--- config.mk ---
export PLATFORM = sky130hd
export DESIGN_NAME = regbank_slave
export DESIGN_NICKNAME = d
export VERILOG_FILES = /design/src/rtl/regbank_pkg.sv /design/src/rtl/regbank_lanes.sv /design/src/rtl/regbank_ctrl.sv /design/src/rtl/regbank_store.sv /design/src/rtl/regbank_slave.sv
export SDC_FILE = /design/constraint.sdc
export NUM_CORES = 1
export LEC_CHECK = 0
export ABC_AREA = 1
export CAP_MARGIN = 40
export CORE_ASPECT_RATIO = 1.75
export CORE_UTILIZATION = 50
export CTS_CLUSTER_DIAMETER = 50
export DETAILED_ROUTE_END_ITERATION = 10
export DONT_BUFFER_PORTS = 1
export MAX_ROUTING_LAYER = met4
export PLACE_DENSITY = 0.65
export SKIP_LAST_GASP = 1
export SLEW_MARGIN = 20
export SYNTH_ARGS = -nofsm -noshare
export SYNTH_HDL_FRONTEND = slang
export SYNTH_SLANG_ARGS = --single-unit
--- constraint.sdc ---
create_clock -name hclk -period 3.4 [get_ports hclk]
set_clock_uncertainty 0.05 [all_clocks]
set_input_delay 0.51 -clock hclk [delete_from_list [all_inputs] [get_ports hclk]]
set_output_delay 0.51 -clock hclk [all_outputs]
set_load 0.01 [all_outputs]
--- src/rtl/regbank_pkg.sv ---
package regbank_pkg;

    typedef logic [1:0] xfer_kind_t;

    localparam xfer_kind_t KIND_IDLE   = 2'b00;
    localparam xfer_kind_t KIND_BUSY   = 2'b01;
    localparam xfer_kind_t KIND_NEW    = 2'b10;
    localparam xfer_kind_t KIND_FOLLOW = 2'b11;

    // a type with the upper bit set asks for a real access
    function automatic logic kind_is_access(xfer_kind_t k);
        return k[1];
    endfunction

endpackage

--- src/rtl/regbank_lanes.sv ---
module regbank_lanes #(
    parameter int BYTES = 4,
    parameter int OFF_W = 2
) (
    input  logic [2:0]       hsize,
    input  logic [OFF_W-1:0] addr_lo,
    output logic [BYTES-1:0] lanes,
    output logic             too_wide
);

    assign too_wide = (hsize > 3'(OFF_W));

    // a lane is hit when it sits in the same size-aligned group as the address
    for (genvar k = 0; k < BYTES; k++) begin : g_lane
        assign lanes[k] = !too_wide &&
                          ((OFF_W'(k) >> hsize) == (addr_lo >> hsize));
    end

endmodule

--- src/rtl/regbank_ctrl.sv ---
module regbank_ctrl #(
    parameter int BYTES = 4,
    parameter int IDX_W = 3
) (
    input  logic             hclk,
    input  logic             hresetn,
    input  logic             capture,
    input  logic             hready_in,
    input  logic             cap_write,
    input  logic             cap_err,
    input  logic [IDX_W-1:0] cap_idx,
    input  logic [BYTES-1:0] cap_lanes,
    output logic             wr_en,
    output logic             rd_en,
    output logic [IDX_W-1:0] dp_idx,
    output logic [BYTES-1:0] dp_lanes,
    output logic             hready_out,
    output logic             hresp
);

    typedef struct packed {
        logic             valid;
        logic             write;
        logic             err;
        logic             err_tail;
        logic [IDX_W-1:0] idx;
        logic [BYTES-1:0] lanes;
    } dphase_t;

    dphase_t st_d, st_q;
    logic    err_head;

    assign err_head = st_q.valid && st_q.err && !st_q.err_tail;

    always_comb begin
        st_d = st_q;
        if (hready_in) begin
            st_d.valid = capture;
            st_d.write = cap_write;
            st_d.err   = cap_err;
            st_d.idx   = cap_idx;
            st_d.lanes = cap_lanes;
        end
        if (err_head) begin
            st_d.err_tail = 1'b1;
        end else if (hready_in) begin
            st_d.err_tail = 1'b0;
        end
    end

    always_ff @(posedge hclk or negedge hresetn) begin
        if (!hresetn) begin
            st_q <= '0;
        end else begin
            st_q <= st_d;
        end
    end

    assign wr_en      = st_q.valid && st_q.write && !st_q.err;
    assign rd_en      = st_q.valid && !st_q.write && !st_q.err;
    assign dp_idx     = st_q.idx;
    assign dp_lanes   = st_q.lanes;
    assign hready_out = !err_head;
    assign hresp      = st_q.valid && st_q.err;

endmodule

--- src/rtl/regbank_store.sv ---
module regbank_store #(
    parameter int DATA_W   = 32,
    parameter int NUM_REGS = 8,
    parameter int BYTES    = DATA_W / 8,
    parameter int IDX_W    = $clog2(NUM_REGS)
) (
    input  logic              hclk,
    input  logic              hresetn,
    input  logic              wr_en,
    input  logic              rd_en,
    input  logic [IDX_W-1:0]  idx,
    input  logic [BYTES-1:0]  lanes,
    input  logic [DATA_W-1:0] wdata,
    output logic [DATA_W-1:0] rdata
);

    logic [DATA_W-1:0] bank_d [NUM_REGS];
    logic [DATA_W-1:0] bank_q [NUM_REGS];

    for (genvar r = 0; r < NUM_REGS; r++) begin : g_reg
        always_comb begin
            bank_d[r] = bank_q[r];
            if (wr_en && (idx == IDX_W'(r))) begin
                for (int b = 0; b < BYTES; b++) begin
                    if (lanes[b]) begin
                        bank_d[r][8*b +: 8] = wdata[8*b +: 8];
                    end
                end
            end
        end

        always_ff @(posedge hclk or negedge hresetn) begin
            if (!hresetn) begin
                bank_q[r] <= '0;
            end else begin
                bank_q[r] <= bank_d[r];
            end
        end
    end

    assign rdata = rd_en ? bank_q[idx] : '0;

endmodule

--- src/rtl/regbank_slave.sv ---
module regbank_slave #(
    parameter int ADDR_W   = 32,
    parameter int DATA_W   = 32,
    parameter int NUM_REGS = 8
) (
    input  logic              hclk,
    input  logic              hresetn,
    input  logic              hsel,
    input  logic [ADDR_W-1:0] haddr,
    input  logic              hwrite,
    input  logic [1:0]        htrans,
    input  logic [2:0]        hsize,
    input  logic [DATA_W-1:0] hwdata,
    input  logic              hready_in,
    output logic [DATA_W-1:0] hrdata,
    output logic              hready_out,
    output logic              hresp
);

    import regbank_pkg::*;

    localparam int BYTES = DATA_W / 8;
    localparam int OFF_W = $clog2(BYTES);
    localparam int IDX_W = $clog2(NUM_REGS);

    logic             capture;
    logic             cap_err;
    logic [BYTES-1:0] cap_lanes;
    logic [IDX_W-1:0] cap_idx;
    logic             wr_en, rd_en;
    logic [IDX_W-1:0] dp_idx;
    logic [BYTES-1:0] dp_lanes;
    logic             unused_addr_hi;

    assign capture        = hsel && hready_in && kind_is_access(htrans);
    assign cap_idx        = haddr[OFF_W +: IDX_W];
    assign unused_addr_hi = ^haddr[ADDR_W-1:OFF_W+IDX_W];

    regbank_lanes #(.BYTES(BYTES), .OFF_W(OFF_W)) u_lanes (
        .hsize    (hsize),
        .addr_lo  (haddr[OFF_W-1:0]),
        .lanes    (cap_lanes),
        .too_wide (cap_err)
    );

    regbank_ctrl #(.BYTES(BYTES), .IDX_W(IDX_W)) u_ctrl (
        .hclk       (hclk),
        .hresetn    (hresetn),
        .capture    (capture),
        .hready_in  (hready_in),
        .cap_write  (hwrite),
        .cap_err    (cap_err),
        .cap_idx    (cap_idx),
        .cap_lanes  (cap_lanes),
        .wr_en      (wr_en),
        .rd_en      (rd_en),
        .dp_idx     (dp_idx),
        .dp_lanes   (dp_lanes),
        .hready_out (hready_out),
        .hresp      (hresp)
    );

    regbank_store #(.DATA_W(DATA_W), .NUM_REGS(NUM_REGS)) u_store (
        .hclk    (hclk),
        .hresetn (hresetn),
        .wr_en   (wr_en),
        .rd_en   (rd_en),
        .idx     (dp_idx),
        .lanes   (dp_lanes),
        .wdata   (hwdata),
        .rdata   (hrdata)
    );

endmodule

# [Word-level counts from Yosys, hierarchy flattened]
# Index checks and enable logic that the tools add are counted.
[op_classes] n_reduce_logical=59 n_eq_ne=11 shifts=5 order_cmp=2 n_mux=6 n_bitwise=1
[op_table] op="32-bit binary-select mux with 3-bit select" count=1
[op_table] op="32-bit two-way mux" count=3
[op_table] op="2-bit AND reduction" count=32
[op_table] op="1-bit logical AND" count=20
[op_table] op="3-bit == test (second input constant)" count=4
[op_table] op="2-bit == test" count=4
[op_table] op="3-bit by 2-bit == test with 1-bit output (second input constant)" count=2
[op_table] op="1-bit by 3-bit right shift with 2-bit output (first input constant)" count=2
[op_table] op="2-bit by 3-bit right shift with 2-bit output (first input constant)" count=2
[op_table] op="1-bit logical NOT" count=5
[op_table] op="4-bit greater-or-equal comparator (second input constant)" count=1
[op_table] op="3-bit inverter with 4-bit output" count=1
[op_table] op="3-bit by 1-bit == test with 1-bit output (second input constant)" count=1
[op_table] op="3-bit by 2-bit greater-than comparator with 1-bit output (second input constant)" count=1
[op_table] op="3-bit logical NOT" count=1
[op_table] op="2-bit by 3-bit right shift with 2-bit output" count=1
[op_table] op="1-bit two-way mux" count=2
[op_table] op="2-bit nonzero test" count=1
[totals] ff_bits=267 in_bits=74 out_inout_bits=34

# [Depth between registers and ports, before layout]
[depth] ltp_word=5 mapped_depth=9 depth_no_buf=7

# [Cells and area by module]
# Synthesis repeated with hierarchy kept, for this count alone.
[unflattened] cells_unflattened=1591 area_unflattened_um2=12814.8
[by_module_without_submodules] mod="regbank_store" n_inst=1 area_each_um2=12211.7 cells_each=1507
[by_module_without_submodules] mod="regbank_ctrl" n_inst=1 area_each_um2=495.5 cells_each=59
[by_module_without_submodules] mod="regbank_lanes" n_inst=1 area_each_um2=93.8 cells_each=22
[by_module_without_submodules] mod="regbank_slave" n_inst=1 area_each_um2=13.8 cells_each=3

# [Worst setup path before layout]
# Ideal clock, no wire load.
[synth_timing] kind="register -> output" startpoint="register u_ctrl.st_q (netlist bit u_ctrl.dp_idx[0])" endpoint="output port hrdata[10]" stages_incl_launch_ff=10 n_path_buf=2 setup_slack_ps=1430 arrival_ps=1410 path_cell_list="dfrtp_1 -> inv_1 -> buf_2 -> buf_1 -> nand2_1 -> nand2_1 -> nand2_1 -> nand3_1 -> nand2_1 -> nor2_1"
[synth_via] elab_chain_len=5
[synth_rtl] item="start: declaration" line="regbank_ctrl.sv:30" text="dphase_t st_d, st_q;"
[synth_rtl] item="start signal: assignment" line="regbank_ctrl.sv:55" text="st_q <= st_d;"
[synth_rtl] item="3-bit inverter with 4-bit output (implied by the code)" line="regbank_store.sv:41" text="assign rdata = rd_en ? bank_q[idx] : '0;"
[synth_rtl] item="32-bit binary-select mux with 3-bit select" line="regbank_store.sv:41"
[synth_rtl] item="32-bit two-way mux (implied by the code) (2 in series)" line="regbank_store.sv:41"
[synth_rtl] item="32-bit two-way mux" line="regbank_store.sv:41"
[synth_rtl] item="end: declaration" line="regbank_slave.sv:15" text="output logic [DATA_W-1:0] hrdata,"
# Every way passes these cells. The select of a mux whose other input is x is not followed.

# [Final worst setup path]
[layout_timing] startpoint="register u_ctrl.st_q (netlist bit u_ctrl.dp_idx[1])" endpoint="output port hrdata[25]"
# Same word-level chain as after synthesis.

==> run summary <==
Run status - finished with violations
Failing checks - hold timing
Syn avg cell area - 7.48 µm²
Vias in the first global route - 10800
H-tree depth - 1
Number of post-CTS setup repair buffers - 0
Pin count of the biggest net entering global routing - 268
Vias/cell - 5.42
Placer Congestion - 0.814
CTS Root Cell - clkbuf_16
Total GRT Usage - 30.4%
RR Endpoint - u_store.bank_q[192]
Synth cell types - 17
Share of post-route cells with drive strength above 1 - 6.14%
Fin Hold WS - -0.386 ns
Slew of the pin with the lowest slew margin - 0.777 ns
Area leader, netlist - dfrtp_1
Clk sinks - 267
Worst EP required - 2.84 ns
Remaining DRCs - 0
# diodes - 0
Worst-case reg-to-reg path depth - 5
CP endpoint kind - primary output
Post-synthesis cell count - 1673
Core area - 24600 µm²
Max_cap viols - 0
Async set-or-reset flop fraction in the synthesized netlist - 100%
Starting Density - 50.8%
Crit Path Category - flop to primary output
1st-pass router iterations - 6
Count of final setup violators - 0
Chip width - 122 µm
Yosys top cell area share - 53.4%
Post-synth EDFFs - 0
Yosys warns - 0
Area of the multi-input gates - 5290 µm²
Leakage power - 7.15 nW
Chip height - 211 µm
Worst setup path startpoint - u_ctrl.dp_idx[1]
Register area share after synthesis - 53.4%
RR Startpoint - u_ctrl.dp_idx[1]
Antenna Violating Nets Remaining - 0
Filler cells - 2385
First-pass GRT wire length - 58200 µm
CP Max Fanout - 22
Placed Cells - 1944
Skew-Pair Late Insertion Delay - 0.54 ns
Commonest cells post-synth - 839 x nand2_1, 267 x dfrtp_1, 184 x nand3_1
FF-to-FF setup slack - 0.82 ns
RSZ-0062 raised after global routing - false
CTS hold repair buffers - 1
CP Capture Point - hrdata[25]
Part of the cycle the worst path needs - 94.1%
Area of the die - 25700 µm²
Initial antenna violation count - 0
Vias - 10800
Critical Path AT - 2.64 ns
Detail Placement HPWL - 22000 µm
PwrDens - 549 nW/µm²
Final setup TNS - 0 ns
Mapped cell area - 12500 µm²
Min-Delay Path Class - input port to asynchronous set/reset pin
Worst setup margin - 0.201 ns
Reg clk slew, reported paths - 0.07 ns
DP Area - 12900 µm²
IO Port Bufs - 0
Max Fclk - 0.313 GHz
Most common cell in the netlist - nand2_1
Startpoint Class - flop
1st-iter DRT viols - 988
Mapped Nets - 1747
Tmin final - 3.20 ns
IO Count - 108
Area Overhead vs Synth - 10.6%
Global route overflow - 0
Final Non-Filler Cells - 1990
Max IR drop VDD - 0.432 mV
Slew Limit Fails - 0
CTS tree - yes
Fin area - 13800 µm²
Num CTS Buffers - 25
Relative slew slack - 48.2%
Final hold vios - 267
Nets@finish - 1734
Bufs on Longest Clock Path - 3
Row Count - 76
Synth area leaders - dfrtp_1 53%, nand2_1 25%, nand3_1 7.4%, o21ai_0 6.6%, nor2_1 2.2%
Yosys reg bits - 267
Sequential Area - 6690 µm²
Most common flop cell mapped by yosys - dfrtp_1
Final WL - 35800 µm
Avg WL per Cell - 18.0 µm
Place WS - 0.812 ns
[through the flow]
stage / hold slack, ns / power, mW / util [%]
floorplan: 0.164 / 4.24 / -
global placement: 0.172 / 4.48 / 52.4
detailed placement: 0.172 / 4.51 / 52.4
CTS: -0.395 / 7.62 / 56.2
global route: -0.398 / 7.92 / 56.2
finish: -0.386 / 7.60 / 56.2
[critical path, cell delays in order, from the launching register on]
cell and delay [ns]:
dfrtp_2 0.57, inv_2 0.30, nor2_4 0.16, buf_4 0.38, nand2_1 0.10, nand3_1 0.11, nand2_1 0.06, nor2_1 0.23
buf_4 0.17
[layout by cell type, fill, tap and decap left out, types with 5 or more instances in the layout]
master	netlist	layout
nor2_1	73	70
nand3_1	184	184
clkbuf_8	0	7
dfrtp_1	267	264
buf_4	3	45
o21ai_0	166	166
clkbuf_16	0	25
nand2_1	839	839
bufinv_16	0	5
inv_1	46	45
[state kept, by name (all words and copies together), names as in the netlist]
register,cells
u_ctrl.dp_idx,3
u_store.bank_q,256
u_ctrl.dp_lanes,4
u_ctrl.st_q,4
[power breakdown]
group	internal (mW)	switching (mW)	leakage, nW	total, mW
sequential	3.42	0.138	2.44	3.56
combinational	0.295	0.603	4.26	0.898
clock	1.88	1.26	0.444	3.14
total	5.60	2.00	7.15	7.60
[layout make-up]
cell class,count,share of cell area (%)
well taps,312,2.82
repair buffers,47,2.66
flip-flops and latches,267,48.3
clock inverters,11,1.38
clock buffers,34,5.27
inverters,48,1.30
multi-input cells,1271,38.2
[timing repair]
action                     CTS  global route
resized for setup            0             0
setup endpoints to repair    0             0
hold endpoints to repair   268           267
[layer usage]
layer	part of all wire, %	global-route usage [%]	vias to the layer above
met5	0	-	-
met4	3.3	11.7	0
met3	5.5	4.45	80
met2	51	51.7	291
met1	40	36.0	5151
li1	-	-	5272
[cell families (layout without fill, tap and decap cells)]
group	after synthesis	in the layout	synth area share, %
flip-flops	267	267	53.4
AND/OR/NAND/NOR	1101	1101	35.2
buffers and inverters	135	140	4.54
AO/OA/AOI/OAI	170	170	6.84
[worst min path at each step]
stage / end / slack, ns
CTS: u_ctrl.st_q[10] / -0.39
detailed placement: u_store.bank_q[56] / 0.17
global route: u_store.bank_q[62] / -0.40
global placement: u_store.bank_q[157] / 0.17
finish: u_store.bank_q[56] / -0.39
floorplan: u_ctrl.dp_idx[0] / 0.16
(Power assumes the default switching activity.)
